**src/rtl/cslm_pkg.sv**
```systemverilog
package cslm_pkg;
  localparam int LINE_OFFSET_BITS = 6;

  typedef enum logic {
    MAP_MIXED   = 1'b0,
    MAP_RAW_SET = 1'b1
  } map_mode_e;
endpackage

```
**src/rtl/cslm_count_decode.sv**
```systemverilog
module cslm_count_decode #(
  parameter int T = 6
) (
  input  logic [T-1:0] count_code,
  output logic [T:0]   count_eff
);
  // a zero code selects the full power-of-two population
  always_comb begin
    if (count_code == '0) count_eff = {1'b1, {T{1'b0}}};
    else                  count_eff = {1'b0, count_code};
  end
endmodule

```
**src/rtl/cslm_scale_mul.sv**
```systemverilog
module cslm_scale_mul #(
  parameter int A_W           = 17,
  parameter int B_W           = 7,
  parameter bit USE_SHIFT_ADD = 1'b0
) (
  input  logic [A_W-1:0]     a,
  input  logic [B_W-1:0]     b,
  output logic [A_W+B_W-1:0] p
);
  localparam int P_W = A_W + B_W;

  generate
    if (USE_SHIFT_ADD) begin : g_shift_add
      logic [P_W-1:0] acc;
      always_comb begin
        acc = '0;
        for (int i = 0; i < B_W; i++) begin
          if (b[i]) acc = acc + (P_W'(a) << i);
        end
      end
      assign p = acc;
    end else begin : g_operator
      assign p = P_W'(a) * P_W'(b);
    end
  endgenerate
endmodule

```
**src/rtl/cslm_map_core.sv**
```systemverilog
module cslm_map_core #(
  parameter int N_SETS_LOG2   = 11,
  parameter int T             = 6,
  parameter int PA_WIDTH      = 46,
  parameter bit USE_SHIFT_ADD = 1'b0
) (
  input  logic [PA_WIDTH-1:0]                           addr,
  input  logic [T:0]                                    count_eff,
  input  cslm_pkg::map_mode_e                           mode,
  output logic [T-1:0]                                  slice,
  output logic [N_SETS_LOG2-1:0]                        set_idx,
  output logic [PA_WIDTH-cslm_pkg::LINE_OFFSET_BITS-1:0] tag
);
  localparam int OFF       = cslm_pkg::LINE_OFFSET_BITS;
  localparam int FIELD_W   = N_SETS_LOG2 + T;
  localparam int WIDE_W    = FIELD_W + T + 1;
  localparam int SMALL_W   = 2 * T + 1;
  localparam int TAG_W     = PA_WIDTH - OFF;
  localparam int RAW_TAG_W = TAG_W - N_SETS_LOG2;

  logic [FIELD_W-1:0] field;
  logic [T-1:0]       hi_bits;
  logic [WIDE_W-1:0]  wide_p;
  logic [SMALL_W-1:0] small_p;

  assign field   = addr[OFF +: FIELD_W];
  assign hi_bits = addr[OFF+N_SETS_LOG2 +: T];

  // field times slice count: slice in the top bits, set below them
  cslm_scale_mul #(.A_W(FIELD_W), .B_W(T+1), .USE_SHIFT_ADD(USE_SHIFT_ADD)) u_wide (
    .a(field), .b(count_eff), .p(wide_p)
  );

  // only the bits above the raw set field are scaled in raw mode
  cslm_scale_mul #(.A_W(T), .B_W(T+1), .USE_SHIFT_ADD(USE_SHIFT_ADD)) u_small (
    .a(hi_bits), .b(count_eff), .p(small_p)
  );

  logic [T-1:0]           mix_slice, raw_slice;
  logic [N_SETS_LOG2-1:0] mix_set, raw_set;
  logic [TAG_W-1:0]       mix_tag, raw_tag;

  assign mix_slice = wide_p[FIELD_W +: T];
  assign mix_set   = wide_p[T +: N_SETS_LOG2];
  assign mix_tag   = addr[PA_WIDTH-1:OFF];

  assign raw_slice = small_p[T +: T];
  assign raw_set   = addr[OFF +: N_SETS_LOG2];
  assign raw_tag   = {{N_SETS_LOG2{1'b0}}, addr[PA_WIDTH-1 -: RAW_TAG_W]};

  always_comb begin
    unique case (mode)
      cslm_pkg::MAP_RAW_SET: begin
        slice   = raw_slice;
        set_idx = raw_set;
        tag     = raw_tag;
      end
      default: begin
        slice   = mix_slice;
        set_idx = mix_set;
        tag     = mix_tag;
      end
    endcase
  end

  // product bits that never carry information once slice < count holds
  logic unused_bits;
  assign unused_bits = ^{wide_p[WIDE_W-1], wide_p[T-1:0], small_p[SMALL_W-1],
                         small_p[T-1:0], addr[OFF-1:0]};
endmodule

```
**src/rtl/cslm_out_stage.sv**
```systemverilog
module cslm_out_stage #(
  parameter int W = 57
) (
  input  logic         clk,
  input  logic         rst_n,
  input  logic         in_valid,
  output logic         in_ready,
  input  logic [W-1:0] in_data,
  output logic         out_valid,
  input  logic         out_ready,
  output logic [W-1:0] out_data
);
  logic         vld_q;
  logic [W-1:0] data_q;

  assign in_ready  = !vld_q || out_ready;
  assign out_valid = vld_q;
  assign out_data  = data_q;

  always_ff @(posedge clk or negedge rst_n) begin
    if (!rst_n) begin
      vld_q <= 1'b0;
    end else if (in_ready) begin
      vld_q <= in_valid;
    end
  end

  always_ff @(posedge clk or negedge rst_n) begin
    if (!rst_n) begin
      data_q <= '0;
    end else if (in_valid && in_ready) begin
      data_q <= in_data;
    end
  end
endmodule

```
**src/rtl/cslm_mapper.sv**
```systemverilog
module cslm_mapper #(
  parameter int N_SETS_LOG2   = 11,
  parameter int T             = 6,
  parameter int PA_WIDTH      = 46,
  parameter bit USE_SHIFT_ADD = 1'b0
) (
  input  logic                   clk,
  input  logic                   rst_n,
  input  logic                   in_valid,
  output logic                   in_ready,
  input  logic [PA_WIDTH-1:0]    in_addr,
  input  logic [T-1:0]           slice_count,
  input  logic                   raw_set_mode,
  output logic                   out_valid,
  input  logic                   out_ready,
  output logic [T-1:0]           out_slice,
  output logic [N_SETS_LOG2-1:0] out_set,
  output logic [PA_WIDTH-7:0]    out_tag
);
  localparam int TAG_W = PA_WIDTH - cslm_pkg::LINE_OFFSET_BITS;
  localparam int RES_W = T + N_SETS_LOG2 + TAG_W;

  logic [T:0]             count_eff;
  logic [T-1:0]           c_slice;
  logic [N_SETS_LOG2-1:0] c_set;
  logic [TAG_W-1:0]       c_tag;
  logic [RES_W-1:0]       res_d, res_q;
  cslm_pkg::map_mode_e    mode;

  assign mode = cslm_pkg::map_mode_e'(raw_set_mode);

  cslm_count_decode #(.T(T)) u_dec (
    .count_code(slice_count), .count_eff(count_eff)
  );

  cslm_map_core #(
    .N_SETS_LOG2(N_SETS_LOG2), .T(T), .PA_WIDTH(PA_WIDTH), .USE_SHIFT_ADD(USE_SHIFT_ADD)
  ) u_core (
    .addr(in_addr), .count_eff(count_eff), .mode(mode),
    .slice(c_slice), .set_idx(c_set), .tag(c_tag)
  );

  assign res_d = {c_slice, c_set, c_tag};

  cslm_out_stage #(.W(RES_W)) u_stage (
    .clk(clk), .rst_n(rst_n),
    .in_valid(in_valid), .in_ready(in_ready), .in_data(res_d),
    .out_valid(out_valid), .out_ready(out_ready), .out_data(res_q)
  );

  assign {out_slice, out_set, out_tag} = res_q;
endmodule

```
**config.mk**
```make
export PLATFORM = sky130hd
export DESIGN_NAME = cslm_mapper
export DESIGN_NICKNAME = d
export VERILOG_FILES = /design/src/rtl/cslm_pkg.sv /design/src/rtl/cslm_count_decode.sv /design/src/rtl/cslm_scale_mul.sv /design/src/rtl/cslm_map_core.sv /design/src/rtl/cslm_out_stage.sv /design/src/rtl/cslm_mapper.sv
export SDC_FILE = /design/constraint.sdc
export NUM_CORES = 1
export LEC_CHECK = 0
export ABC_AREA = 1
export CAP_MARGIN = 20
export CORE_UTILIZATION = 35
export CTS_CLUSTER_DIAMETER = 150
export DETAILED_ROUTE_END_ITERATION = 12
export GPL_TIMING_DRIVEN = 1
export PLACE_DENSITY = 0.56
export SLEW_MARGIN = 40
export SYNTH_ARGS = -nofsm -noshare
export SYNTH_HDL_FRONTEND = slang
export SYNTH_HIERARCHICAL = 1
export SYNTH_SLANG_ARGS = --single-unit
```
**constraint.sdc**
```tcl
create_clock -name clk -period 1.85 [get_ports clk]
set_clock_uncertainty 0.15 [all_clocks]
set_input_delay 0.185 -clock clk [delete_from_list [all_inputs] [get_ports clk]]
set_output_delay 0.185 -clock clk [all_outputs]
set_load 0.05 [all_outputs]
```
After elaboration in Yosys (flattened, before gate mapping). Cells that the tools add are included.

Register bits: 58. Input bits: 57. Word-level logic and storage cells: 12.

Multiply operators: 2. Mux-type cells: 4. Reduce and logical (&&, ||, !) cells: 4.

Operators by type and width (count): 2-to-1 mux 40 bit (1); multiplier 17 x 7 -> 23 bit (1); multiplier 6 x 7 -> 12 bit (1); 2-to-1 mux 11 bit (1); 2-to-1 mux 7 bit (1); zero test 6 bit (1); 2-to-1 mux 6 bit (1); logical AND 1 bit (1); zero test 1 bit (1); logical OR 1 bit (1).

Depth between registers and ports, before layout. Gate-level depths: netlist of the first run.

Depth after elaboration: 4. Mapped depth: 28. Gate-level depth less buffers: 26.

Hierarchy. The synthesis of the first run kept the hierarchy.

By module, submodules not included: cslm_scale_mul at u_core.u_wide (instances 1, cells each 683, area an instance 4299.1 sq um, seq. area each 0.0 sq um); cslm_out_stage (instances 1, cells each 251, area an instance 2288.4 sq um, seq. area each 1451.4 sq um); cslm_scale_mul at u_core.u_small (instances 1, cells each 213, area an instance 1396.3 sq um, seq. area each 0.0 sq um); cslm_map_core (instances 1, cells each 171, area an instance 671.9 sq um, seq. area each 0.0 sq um); cslm_count_decode (instances 1, cells each 11, area an instance 43.8 sq um, seq. area each 0.0 sq um).

Worst setup path before layout of the first run. Ideal clock, no wire load.

Path type: input to register. Start point: in slice_count[0]. End point: reg u_stage.data_q[53], in the netlist u_stage/out_data[53]. Library setup time: 0.119 ns. Arrival time: 4.375 ns. Required time: 1.581 ns. Slack: -2.795 ns. Cell stages on the path: 27. Path buffers: 2. Path through: or2_1 > nor2_1 > clkbuf_1 > clkbuf_1 > nand2_1 > inv_1 > fa_1 > fa_1 > fa_1 > inv_1 > fa_1 > inv_1 > ha_1 > nand2_1 > inv_2 > nand2_1 > nand2_1 > inv_1 > nand3_2 > nand2_1 > nand2_1 > nand2_1 > nand2_1 > nand2_1 > nand2_1 > nand3_1 > nand2_1.

Longest elaborated chain between the ends: 4.

Ends and longest elaborated chain: start: declaration (RTL line cslm_mapper.sv:12) `input logic [T-1:0] slice_count,`; zero test 6 bit (RTL line cslm_count_decode.sv:9) `if (count_code == '0) count_eff = {1'b1, {T{1'b0}}};`; 2-to-1 mux 7 bit (RTL line cslm_count_decode.sv:9); named net count_eff[6] (RTL line cslm_mapper.sv:23) `logic [T:0] count_eff;`; multiplier 17 x 7 -> 23 bit (RTL line cslm_scale_mul.sv:23) `assign p = P_W'(a) * P_W'(b);`; named net u_core.wide_p[19] (RTL line cslm_map_core.sv:23) `logic [WIDE_W-1:0] wide_p;`; 2-to-1 mux 6 bit (RTL line cslm_map_core.sv:52) `unique case (mode)`; named net c_slice[2] (RTL line cslm_mapper.sv:24) `logic [T-1:0] c_slice;`; end signal: assignment (RTL line cslm_out_stage.sv:32) `data_q <= in_data;`; end: declaration (RTL line cslm_out_stage.sv:14) `logic [W-1:0] data_q;`.

The timed path passes the listed nets, and every way through them passes these cells. A chain may end at the register's enable or synchronous reset.

Worst setup path in the final report of the first run. Same ends and word-level chain as after synthesis.

==> results of run 1 <==
-- worst min-delay path, stage by stage --
cell	delay, ps
sky130_fd_sc_hd__buf_2	100
sky130_fd_sc_hd__nand2_2	170
sky130_fd_sc_hd__nand2_1	100
sky130_fd_sc_hd__nand2_1	40
-- metal layers --
layer / GRT usage / vias up / wire length (um)
met4: 0.0485 / 0 / 509
li1: - / 4057 / -
met2: 0.364 / 183 / 12200
met5: 0 / - / 0
met1: 0.296 / 3819 / 11800
met3: 0.0266 / 35 / 975
-- state kept, by name, summed over array words and instances, names as in the netlist --
signal             flops
u_stage/out_data      57
u_stage/out_valid      1
-- power breakdown --
part,internal (mW),leakage [nW],switching [mW],total (mW)
Sequential,1.56,0.730,0.186,1.74
Combinational,3.83,6.37,5.60,9.43
Clock,1.09,0.147,0.553,1.65
Total,6.48,7.24,6.34,12.8
-- cell usage in the layout (no fill, tap or decap), types with 9 or more instances in the layout --
| master | count |
|---|---|
| sky130_fd_sc_hd__buf_4 | 145 |
| sky130_fd_sc_hd__clkbuf_16 | 9 |
| sky130_fd_sc_hd__dfrtp_1 | 58 |
| sky130_fd_sc_hd__nand2_1 | 509 |
| sky130_fd_sc_hd__inv_1 | 269 |
| sky130_fd_sc_hd__nand3_1 | 71 |
| sky130_fd_sc_hd__nor2_4 | 9 |
| sky130_fd_sc_hd__dlygate4sd2_1 | 11 |
| sky130_fd_sc_hd__clkdlybuf4s50_1 | 31 |
| sky130_fd_sc_hd__fa_1 | 92 |
| sky130_fd_sc_hd__ha_4 | 12 |
| sky130_fd_sc_hd__buf_6 | 13 |
| sky130_fd_sc_hd__ha_1 | 49 |
| sky130_fd_sc_hd__inv_2 | 24 |
| sky130_fd_sc_hd__nand2_4 | 18 |
| sky130_fd_sc_hd__nand2_2 | 36 |
| sky130_fd_sc_hd__nor2_1 | 28 |
-- repair_timing --
| item | in CTS | in global routing |
|---|---|---|
| setup buffers | 7 | 10 |
| pin swaps | 44 | 74 |
| gates resized for setup | 84 | 98 |
| setup endpoints to repair | 17 | 22 |
| hold endpoints to repair | 21 | 0 |
| hold buffers | 1 | 0 |
| gates cloned | 1 | 0 |
-- final timing paths --
| kind | startpoint | to | slack [ps] |
|---|---|---|---|
| min in group asynchronous | rst_n | u_stage/out_data[36] | 220 |
| max in group asynchronous | rst_n | u_stage/out_data[5] | 730 |
| max | slice_count[0] | u_stage/out_data[53] | -2360 |
| min | in_valid | u_stage/out_data[29] | 170 |
| max reg2reg | u_stage/out_valid | u_stage/out_data[3] | 510 |
| min reg2reg | u_stage/out_data[15] | u_stage/out_data[15] | 320 |
-- through the flow --
| stage | power [mW] | cell area [um2] |
|---|---|---|
| finish | 12.8 | 11400 |
| detailed placement | 9.97 | 10600 |
| CTS | 12.1 | 11100 |
| global placement | 9.94 | 10600 |
| floorplan | 7.21 | 8720 |
| global route | 13.9 | 11400 |
-- layout make-up --
cell class / count / area share
tap: 319 / 0.0350
sequential: 58 / 0.127
timing repair buffer: 222 / 0.167
clock buffer: 11 / 0.0221
multi-input combinational: 883 / 0.548
clock inverter: 3 / 0.00351
inverter: 295 / 0.0974
==> results_dict.tcl, run 1 <==
set metrics [dict create \
    outcome "complete, but fails checks" \
    failing_checks "negative setup slack" \
    globalRoute.totalOverflow 0 \
    starting_density 0.360 \
    timing_worst_setup_path_type "in -> reg" \
    layout-area-overhead-vs-synth_pct 34.5 \
    insertedDiodeCount 0 \
    detailedRoute.firstIterationViolations 490 \
    die_y_um 158 \
    cts-buffers-inserted 9 \
    ys_warn_count 6 \
    wirelength_um 25500 \
    data_arrival_time_of_the_worst_path_ps 4320 \
    cpMostUsedCell "sky130_fd_sc_hd__nand2_1" \
    grt_use_total 0.217 \
    num-nets-final 1684 \
    drive_gt1_frac 0.219 \
    rsz0062_at_grt "yes" \
    cp.required_ps 1960 \
    crit_family "adder cells" \
    hold_ws_ps 173 \
    final_cell_count_without_fillers 1791 \
    boundaryPins 116 \
    preCtsSetupSlack_ps -2940 \
    final_core_utilization 0.484 \
    postSynthCellCount 1284 \
    worst_pin_slew_ps 513 \
    gp_congestion 0.908 \
    placed_wire_length_estimate_after_detailed_placement_um 20100 \
    timing.critical_path.slowest_stage_cell "sky130_fd_sc_hd__fa_1" \
    drt-vias-per-instance 4.52 \
    synthesis.area_um2 8490 \
    dr_total_vias 8094 \
    grt_pass1_wl_um 41900 \
    max-cap-violations 0 \
    core_area_um2 23600 \
    filler_cell_count 2462 \
    postSynthAreaPerCell_um2 6.61 \
    grt_start_max_net_pins 38 \
    critical_path.endpoint_type "flip-flop" \
    reg2regPathDepth 5 \
    timing.critical_path.depth 26 \
    port_buffers 109 \
    std_cell_rows 56 \
    relSlewSlack 0.657 \
    min_delay_path_depth 4 \
    fmax_mhz 238 \
    clock_tree.htree_level_count 3 \
    setup_tns_ps -38020 \
    fin_crit_sh 2.28 \
    floorplan.die.width_um 158 \
    ff_latch_area_um2 1450 \
    antenna_violating_nets_post_route 0 \
    leakage_nw 7.24 \
    post-route-drc-count 0 \
    worstPathBufferInverterCount 6 \
    grt_pass1_vias 8174 \
    setup_viol_count_final 17 \
    root_buffer "sky130_fd_sc_hd__clkbuf_16" \
    multi_input_comb_area_um2 6260 \
    vdd_drop_max_uv 691 \
    critPathMaxStageDelay_ps 530 \
    numPlacedInstances 1760 \
    clock_sink_count 58 \
    worstPathMaxFanout 4 \
    hold_class "in -> reg" \
    cts_tree "built" \
    total_power_divided_by_cell_area_nw_per_um2 1120 \
    worstSetupStartpointType "input port" \
    grt_antenna_before_repair 0 \
    timing_max_transition_violations_final 0 \
    insertion_delay_ps 320 \
    final_period_minus_worst_setup_slack_ps 4210 \
    fin_ws_ps -2360 \
    final-hold-violation-count 0 \
    worst_setup_hold_path_clk_slew_ps 50 \
    route.detailed.wl_per_inst_um 14.2 \
    max-clock-path-buffers 2 \
    total_die_area_um2 24900 \
    drt_first_pass_iters 6 \
    synth.net_count 1499 \
]
No activity file was read; power rests on OpenSTA's default activity.
==> run 2: changes to the inputs <==
--- a/config.mk
+++ b/config.mk
@@ -7,13 +7,14 @@
 export LEC_CHECK = 0
 export ABC_AREA = 1
 export CAP_MARGIN = 20
-export CORE_UTILIZATION = 35
+export CORE_UTILIZATION = 28
 export CTS_CLUSTER_DIAMETER = 150
 export DETAILED_ROUTE_END_ITERATION = 12
 export GPL_TIMING_DRIVEN = 1
-export PLACE_DENSITY = 0.56
+export PLACE_DENSITY = 0.47
 export SLEW_MARGIN = 40
 export SYNTH_ARGS = -nofsm -noshare
 export SYNTH_HDL_FRONTEND = slang
 export SYNTH_HIERARCHICAL = 1
 export SYNTH_SLANG_ARGS = --single-unit
+export TNS_END_PERCENT = 20
==> run 2 against run 1 <==
  * The run still ends with negative setup slack left
  * Wire length increased by 3.1%
  * Combinational power is essentially flat
  * Non-clock buffer count decreased by 1
  * Utilization down 9.9 points
  * Sequential cell count is the same
  * Sequential share of layout area about the same
  * Power shrank 0.72%
  * Worst hold slack lost 100 ps
  * Worst setup slack improved by 39 ps
  * Sequential power about the same
  * Critical path type unchanged
==> results_dict.tcl, run 2 (synthesis gave the netlist of run 1 again) <==
set metrics [dict create \
    cp.required_ps 1960 \
    dr_total_vias 7899 \
    placed_wire_length_estimate_after_detailed_placement_um 21000 \
    wirelength_um 26300 \
    summed_area_of_non_filler_cells_in_the_final_layout_um2 11400 \
    std_cell_rows 63 \
    pwr-share-comb 0.743 \
    ff_latch_area_um2 1450 \
    final_period_minus_worst_setup_slack_ps 4170 \
    globalRoute.totalOverflow 0 \
    power.share.sequential 0.137 \
    reg2regPathDepth 5 \
    critical_path.reg2reg.endpoint "u_stage/out_data[45]" \
    placed_area_um2 10600 \
    starting_density 0.286 \
    leakage_nw 7.12 \
    drive_gt1_frac 0.215 \
    insertedDiodeCount 0 \
    final-hold-violation-count 0 \
    boundaryPins 116 \
    filler_cell_count 3236 \
    min_delay_path_depth 3 \
    worstSetupStartpointType "input port" \
    max-clock-path-buffers 2 \
    data_arrival_time_of_the_worst_path_ps 4280 \
    timing_worst_setup_path_type "in -> reg" \
    p_sw_mw 6.33 \
    hold_class "in -> reg" \
    most_common_cell_after_layout_fill_and_taps_aside "sky130_fd_sc_hd__nand2_1" \
    insertion_delay_ps 330 \
    grt_pass1_wl_um 44400 \
    critical_path.endpoint_type "flip-flop" \
    failing_checks "negative setup slack" \
    post-route-drc-count 0 \
    fin_ws_ps -2320 \
    grt_pass1_vias 8507 \
    relSlewSlack 0.652 \
    vdd_drop_max_uv 496 \
    outcome "complete, but fails checks" \
    drt-vias-per-instance 4.24 \
    rsz0062_at_grt "yes" \
    multi_input_comb_area_um2 6240 \
    max-cap-violations 0 \
    port_buffers 109 \
    reg2reg_setup_slack_ps 580 \
    detailedRoute.firstIterationViolations 418 \
    grt_start_max_net_pins 40 \
    leading_cell_types_in_the_layout_fill_and_taps_excluded "sky130_fd_sc_hd__nand2_1 (519), sky130_fd_sc_hd__inv_1 (273), sky130_fd_sc_hd__buf_4 (153)" \
    num-nets-final 1683 \
    worst_pin_slew_ps 521 \
    worstPathMaxFanout 5 \
    drt_first_pass_iters 5 \
    route.detailed.wl_per_inst_um 14.1 \
    worstReg2RegStart "u_stage/out_valid" \
    floorplan.die.width_um 176 \
    cts_tree "built" \
    fin_crit_sh 2.25 \
    cts-buffers-inserted 9 \
    worst_setup_hold_path_clk_slew_ps 50 \
    clock_sink_count 58 \
    post-layout-total-power_mw 12.7 \
    grt_use_total 0.179 \
    switching_share 0.497 \
    grt_antenna_before_repair 0 \
    gp_congestion 0.869 \
    setup_viol_count_final 17 \
    antenna_violating_nets_post_route 0 \
    total_power_divided_by_cell_area_nw_per_um2 1110 \
    total_die_area_um2 31000 \
    layout-area-overhead-vs-synth_pct 34.6 \
    core_area_um2 29700 \
    clock_tree.htree_level_count 3 \
    root_buffer "sky130_fd_sc_hd__clkbuf_16" \
    hp-start "in_valid" \
    die_y_um 176 \
    timing_max_transition_violations_final 0 \
    clock_power_share 0.120 \
    min_to "u_stage/out_data[18]" \
    largest_register_ffs 57 \
    fmax_mhz 240 \
    internal_power_mw 6.40 \
]
## run 2: worst max-delay path, stage by stage
cell                      delay (ps)
sky130_fd_sc_hd__buf_6            90
sky130_fd_sc_hd__or2_4           250
sky130_fd_sc_hd__nor2_4          170
sky130_fd_sc_hd__buf_12          140
sky130_fd_sc_hd__nand2_4          40
sky130_fd_sc_hd__inv_2            60
sky130_fd_sc_hd__fa_1            440
sky130_fd_sc_hd__fa_1            510
sky130_fd_sc_hd__fa_1            530
sky130_fd_sc_hd__inv_2            40
sky130_fd_sc_hd__fa_1            520
sky130_fd_sc_hd__inv_2            50
sky130_fd_sc_hd__ha_4            310
sky130_fd_sc_hd__nand2_4          70
sky130_fd_sc_hd__buf_4           140
sky130_fd_sc_hd__nor3_1          210
sky130_fd_sc_hd__nand2_2          90
sky130_fd_sc_hd__nand2_1          60
sky130_fd_sc_hd__nand2_1          50
sky130_fd_sc_hd__nand2_1          50
sky130_fd_sc_hd__nand2_1          70
sky130_fd_sc_hd__nand2_1          60
sky130_fd_sc_hd__nand3_1          70
sky130_fd_sc_hd__nand2_1          80
## run 2: cell type report
cell class	count	area share
multi-input cells	883	0.546
repair buffers	221	0.163
flip-flops and latches	58	0.127
inverters	295	0.0973
well taps	390	0.0427
clock buffers	11	0.0212
clock inverters	5	0.00263
## run 2: stage by stage
stage                     hold slack (ps)  setup WS, ps  cells  TNS, ps  utilization
final                                72.7         -2320   1863   -37180        0.385
after global routing                 73.2         -2530   1863   -40730        0.385
after CTS                            73.1         -2330   1860   -37360        0.376
after detailed placement             48.7         -3040   1837   -48470        0.358
after global placement               49.1         -3070   1837   -47970        0.358
after floorplan                      -261         -2330   1284   -38370            -
## run 2: power groups by stage
stage | Combinational [mW] | Clock (mW) | Sequential (mW)
after floorplan | 4.29 | 0 | 2.74
after global placement | 8.13 | 0 | 1.76
after detailed placement | 8.14 | 0 | 1.76
after CTS | 8.78 | 1.56 | 1.75
after global routing | 10.5 | 1.62 | 1.78
final | 9.46 | 1.53 | 1.74
## run 2: routing by layer
layer  part of all wire  wire, um  GRT usage  vias up
met3              0.018       475     0.0142       16
met4             0.0085       225     0.0250        0
met1               0.48     12700      0.247     3740
met5                  0         0          0        -
met2               0.49     12900      0.311       87
li1                   -         -          -     4056
## run 2: worst max-delay path by stage
stage | startpoint | to | slack [ps] | cells after the start
after global routing | slice_count[0] | u_stage/out_data[55] | -2530 | 25
after global placement | slice_count[0] | u_stage/out_data[54] | -3070 | 24
after detailed placement | slice_count[0] | u_stage/out_data[54] | -3040 | 23
after floorplan | slice_count[0] | u_stage/out_data[54] | -2330 | 23
after CTS | slice_count[0] | u_stage/out_data[54] | -2330 | 26
final | slice_count[0] | u_stage/out_data[53] | -2320 | 24
## run 2: what timing repair did
item,CTS,global route
buffers inserted,5,4
pin swaps,26,57
hold buffers,1,0
gates resized for setup,91,73
gates cloned,1,0
endpoints found under the setup margin,17,21
endpoints found under the hold margin,58,0
